<file path="src/rtl/rf_settle_pkg.sv">
package rf_settle_pkg;

  typedef enum logic [1:0] {
    GM_TIMED    = 2'b00,
    GM_BYPASS   = 2'b01,
    GM_FORCEOFF = 2'b10,
    GM_FAST     = 2'b11
  } gate_mode_e;

endpackage

</file>
<file path="src/rtl/rf_settle_mode.sv">
module rf_settle_mode
  import rf_settle_pkg::*;
#(
  parameter int REF_TICKS   = 8192,
  parameter int FAST_FACTOR = 64,
  localparam int FAST_TICKS = REF_TICKS / FAST_FACTOR,
  localparam int CW         = $clog2(REF_TICKS + 1)
) (
  input  logic             clk,
  input  logic             rst_n,
  input  logic [1:0]       test_code,
  output gate_mode_e       mode,
  output logic             fast_entry,
  output logic [CW-1:0]    limit
);

  gate_mode_e prev_mode;

  assign mode = gate_mode_e'(test_code);

  // previous code, used to spot a change into the fast code
  always_ff @(posedge clk or negedge rst_n) begin
    if (!rst_n) prev_mode <= GM_TIMED;
    else        prev_mode <= mode;
  end

  assign fast_entry = (mode == GM_FAST) && (prev_mode != GM_FAST);

  always_comb begin
    if (mode == GM_FAST) limit = CW'(FAST_TICKS);
    else                 limit = CW'(REF_TICKS);
  end

endmodule

</file>
<file path="src/rtl/rf_settle_counter.sv">
module rf_settle_counter #(
  parameter int REF_TICKS = 8192,
  localparam int CW       = $clog2(REF_TICKS + 1)
) (
  input  logic          clk,
  input  logic          rst_n,
  input  logic          tick,
  input  logic          clear,
  input  logic [CW-1:0] limit,
  output logic          done
);

  logic [CW-1:0] count;
  logic [CW-1:0] count_inc;

  assign count_inc = count + CW'(1);

  // a clear wins over a tick in the same cycle; the count saturates once done
  always_ff @(posedge clk or negedge rst_n) begin
    if (!rst_n) begin
      count <= '0;
      done  <= 1'b0;
    end else if (clear) begin
      count <= '0;
      done  <= 1'b0;
    end else if (tick && !done) begin
      count <= count_inc;
      if (count_inc >= limit) done <= 1'b1;
    end
  end

endmodule

</file>
<file path="src/rtl/rf_settle_out.sv">
module rf_settle_out
  import rf_settle_pkg::*;
(
  input  gate_mode_e mode,
  input  logic       done,
  input  logic       fast_entry,
  output logic       rf_en
);

  always_comb begin
    unique case (mode)
      GM_BYPASS:   rf_en = 1'b1;
      GM_FORCEOFF: rf_en = 1'b0;
      GM_FAST:     rf_en = done && !fast_entry;
      default:     rf_en = done;
    endcase
  end

endmodule

</file>
<file path="src/rtl/rf_settle_gate.sv">
module rf_settle_gate
  import rf_settle_pkg::*;
#(
  parameter int REF_TICKS   = 8192,
  parameter int FAST_FACTOR = 64
) (
  input  logic       clk,
  input  logic       rst_n,
  input  logic       ref_tick,
  input  logic       restart,
  input  logic [1:0] test_code,
  output logic       rf_en
);

  localparam int CW = $clog2(REF_TICKS + 1);

  gate_mode_e    mode;
  logic          fast_entry;
  logic [CW-1:0] limit;
  logic          done;

  rf_settle_mode #(
    .REF_TICKS  (REF_TICKS),
    .FAST_FACTOR(FAST_FACTOR)
  ) u_mode (
    .clk       (clk),
    .rst_n     (rst_n),
    .test_code (test_code),
    .mode      (mode),
    .fast_entry(fast_entry),
    .limit     (limit)
  );

  rf_settle_counter #(
    .REF_TICKS(REF_TICKS)
  ) u_cnt (
    .clk  (clk),
    .rst_n(rst_n),
    .tick (ref_tick),
    .clear(restart || fast_entry),
    .limit(limit),
    .done (done)
  );

  rf_settle_out u_out (
    .mode      (mode),
    .done      (done),
    .fast_entry(fast_entry),
    .rf_en     (rf_en)
  );

endmodule

</file>
<file path="config.mk">
export PLATFORM = sky130hd
export DESIGN_NAME = rf_settle_gate
export DESIGN_NICKNAME = d
export VERILOG_FILES = /design/src/rtl/rf_settle_pkg.sv /design/src/rtl/rf_settle_mode.sv /design/src/rtl/rf_settle_counter.sv /design/src/rtl/rf_settle_out.sv /design/src/rtl/rf_settle_gate.sv
export SDC_FILE = /design/constraint.sdc
export NUM_CORES = 1
export LEC_CHECK = 0
export ABC_AREA = 1
export CORE_MARGIN = 2
export CORE_UTILIZATION = 25
export DETAILED_ROUTE_END_ITERATION = 10
export DONT_BUFFER_PORTS = 1
export HOLD_SLACK_MARGIN = 0.02
export REMOVE_ABC_BUFFERS = 1
export SKIP_CTS_REPAIR_TIMING = 1
export SLEW_MARGIN = 40
export SYNTH_ARGS = -nofsm -noshare
export SYNTH_HDL_FRONTEND = slang
export SYNTH_SLANG_ARGS = --single-unit
</file>
<file path="constraint.sdc">
create_clock -name clk -period 2.2 [get_ports clk]
set_input_delay 0.44 -clock clk [delete_from_list [all_inputs] [get_ports clk]]
set_output_delay 0.44 -clock clk [all_outputs]
set_load 0.1 [all_outputs]
</file>
==> flow_metrics.tcl <==
set metrics [dict create \
    numCtsBuffers 3 \
    crit_buf_inv 1 \
    worst_slew_pin_slew_ns 0.786 \
    portBuffers 0 \
    use_met1_pct 15.4 \
    vias 934 \
    crit_path_start_kind "flip-flop" \
    cap_viol_max_count 0 \
    drc 0 \
    criticalPathCategory "flip-flop to flip-flop" \
    synth_seq_area_share_pct 40.5 \
    synthFlopType "dfrtp_1" \
    post-route-period-util_pct 87.9 \
    post_drt_wl_per_cell_um 11.2 \
    synth_cell_types 20 \
    synth_cells 145 \
    setup_tns_ns 0 \
    area.growth.synth_to_final_pct 12.9 \
    antennaDiodeCount 0 \
    initial_utilization_pct 26.1 \
    ir_drop_mv 0.323 \
    place_inst 196 \
    busiest_layer "met2" \
    worstPathRequired_ns 2.40 \
    period_needed_ns 1.93 \
    fin_ws_ns 0.267 \
    dpl_cell_area_um2 1130 \
    cp_cell_sequence "nand3_1 > inv_2 > nand2_1 > xor2_1 > ha_1 > nand2_1 > nor2_1 > nand3_1 > nor2_1 > nor2_1 > nand2_1 > nand2_1 > nand2_1 > nand2_1 > nand2_1" \
    die_w_um 68.8 \
    num_io_pins 7 \
    nets 162 \
    drive_above_1_share_pct 11.3 \
    core_um2 4030 \
    drtIter0Drc 29 \
    cts-root-buf "clkbuf_8" \
    async_reset_ff_share_pct 100 \
    fillers 449 \
    setup_viol 0 \
    tritoncts "done" \
    layoutNonFillerInstCount 201 \
    design.die.area_um2 4730 \
    antenna_found_initial 0 \
    hp-class "primary input to flip-flop" \
    hold_violations 0 \
    slew_headroom_pct 47.4 \
    clock-skew-final_ns 0.00450 \
    place_ws_ns 0.234 \
    grt_pass1_vias 936 \
    final_core_util_pct 29.4 \
    drtPass1Iterations 4 \
    die_h_um 68.8 \
    run_status "finished clean" \
    crit_top_cell "nand2_1" \
    netlist_area_um2 1050 \
    gp_congestion 0.798 \
    crit_path_top_delay_cell "dfrtp_1" \
    synth-edff-count 0 \
    yosys_warnings 0 \
    grt_pass1_wl_mm 4.15 \
    wl_mm 2.26 \
    htreeDepth 1 \
    stdcell_area_um2 1180 \
    clock_sinks 17 \
    grt_use_total_pct 11.7 \
    clk_path_buf_depth 2 \
    critPathTopFamily "simple AND/OR/NAND/NOR gates" \
    ant_nets 0 \
    dp_hpwl_mm 1.72 \
    fmax_mhz 517 \
    synth_area_per_cell_um2 7.24 \
    p_leak_nw 0.538 \
    rows 23 \
    slew_viol_final 0 \
    worst-path-max-fanout 5 \
    clock_latency_ns 0.26 \
    synth_seq_cells 17 \
    crit_arrival_ns 2.13 \
    routed_via_density 4.65 \
    worstSetupEndpointType "flip-flop" \
    path_clk_slew_ns 0.07 \
    power-per-cell-area_nw_per_um2 519 \
    grt_util_met3_pct 3.08 \
    gr-usage-met2_pct 19.1 \
    critPathMaxStageDelay_ns 0.43 \
    grt_start_max_net_pins 18 \
    rsz0062_at_grt "false" \
    gr-total-overflow 0 \
]
[through the flow]
stage	hold WS, ns	power [mW]
after detailed placement	0.145	0.375
after floorplan	0.144	0.361
after global placement	0.145	0.376
final	0.211	0.615
after CTS	-0.130	0.614
after global routing	0.193	0.652
[worst paths after layout]
path                                             from                            end  slack, ns  cells after the start
setup / recovery           u_cnt.count[2]$_DFFE_PN0P_         u_cnt.done$_DFFE_PN0P_       0.27                     15
min in group asynchronous                       rst_n    u_cnt.count[10]$_DFFE_PN0P_       0.70                      1
max in group asynchronous                       rst_n     u_cnt.count[0]$_DFFE_PN0P_       0.95                      1
hold / removal                           test_code[0]  u_mode.prev_mode[0]$_DFF_PN0_       0.21                      0
hold reg to reg                u_cnt.done$_DFFE_PN0P_         u_cnt.done$_DFFE_PN0P_       0.54                      2
setup reg to reg           u_cnt.count[2]$_DFFE_PN0P_         u_cnt.done$_DFFE_PN0P_       0.27                     15
[cell usage after synthesis (2+ instances only)]
cell / n / area [um^2]
nor2_1: 11 / 41.3
nand4_1: 2 / 12.5
inv_1: 17 / 63.8
nand2_2: 2 / 12.5
o22ai_1: 8 / 50.1
ha_1: 4 / 50.1
xor2_1: 4 / 35.0
o21ai_0: 6 / 30.0
dfrtp_1: 17 / 425
nand2_1: 46 / 173
nand3_1: 15 / 75.1
nor2_2: 5 / 31.3
[area by class of cell]
class	count	area, um^2	share of cell area, %
Tap cell	50	62.6	5.28
Inverter	19	71.3	6.02
Sequential cell	17	427	36.0
Clock buffer	4	45.0	3.80
Timing Repair Buffer	3	25.0	2.11
Multi-Input combinational cell	108	554	46.8
[sequential cells by signal, summed over array words and instances (netlist names)]
signal	flops
u_cnt.count	14
u_mode.prev_mode	2
u_cnt.done	1
[cell families after synthesis]
logic type               after synthesis  synth area share (%)
AO/OA/AOI/OAI                         16                  8.94
XOR/XNOR                               4                  3.34
adder cells (fa/ha/maj)                4                  4.77
buffers and inverters                 20                  7.27
flip-flops                            17                  40.5
AND/OR/NAND/NOR                       84                  35.2
[worst register-to-register path: stages, from the launching register on]
cell and delay (ns):
dfrtp_1 0.43, nand3_1 0.16, inv_2 0.13, nand2_1 0.07, xor2_1 0.16, ha_1 0.29
nand2_1 0.04, nor2_1 0.11, nand3_1 0.08, nor2_1 0.12, nor2_1 0.06, nand2_1 0.05
nand2_1 0.04, nand2_1 0.05, nand2_1 0.05, nand2_1 0.06
[metal layers]
metal,part of all wire [%],up-vias
met1,48,418
met4,0.93,0
met2,45,31
met3,6.5,4
li1,-,481
met5,0,-
[layout by cell type, fill, tap and decap left out]
cell type	count
a21oi_2	1
buf_4	2
clkbuf_1	1
clkbuf_8	3
clkinv_1	1
dfrtp_1	16
dfrtp_2	1
dlygate4sd3_1	1
ha_1	4
inv_1	17
inv_2	1
nand2_1	46
nand2_2	2
nand3_1	15
nand3b_1	1
nand4_1	2
nor2_1	11
nor2_2	5
nor2_4	1
nor3_1	1
o21ai_0	6
o21ai_1	1
o22ai_1	7
o22ai_2	1
xor2_1	4
[power by group]
| part | total [mW] | internal [mW] | switching, mW |
|---|---|---|---|
| Combinational | 0.0523 | 0.0137 | 0.0386 |
| Clock | 0.239 | 0.129 | 0.110 |
| Sequential | 0.324 | 0.318 | 0.00559 |
| Total | 0.615 | 0.461 | 0.154 |
(Power assumes the default switching activity.)
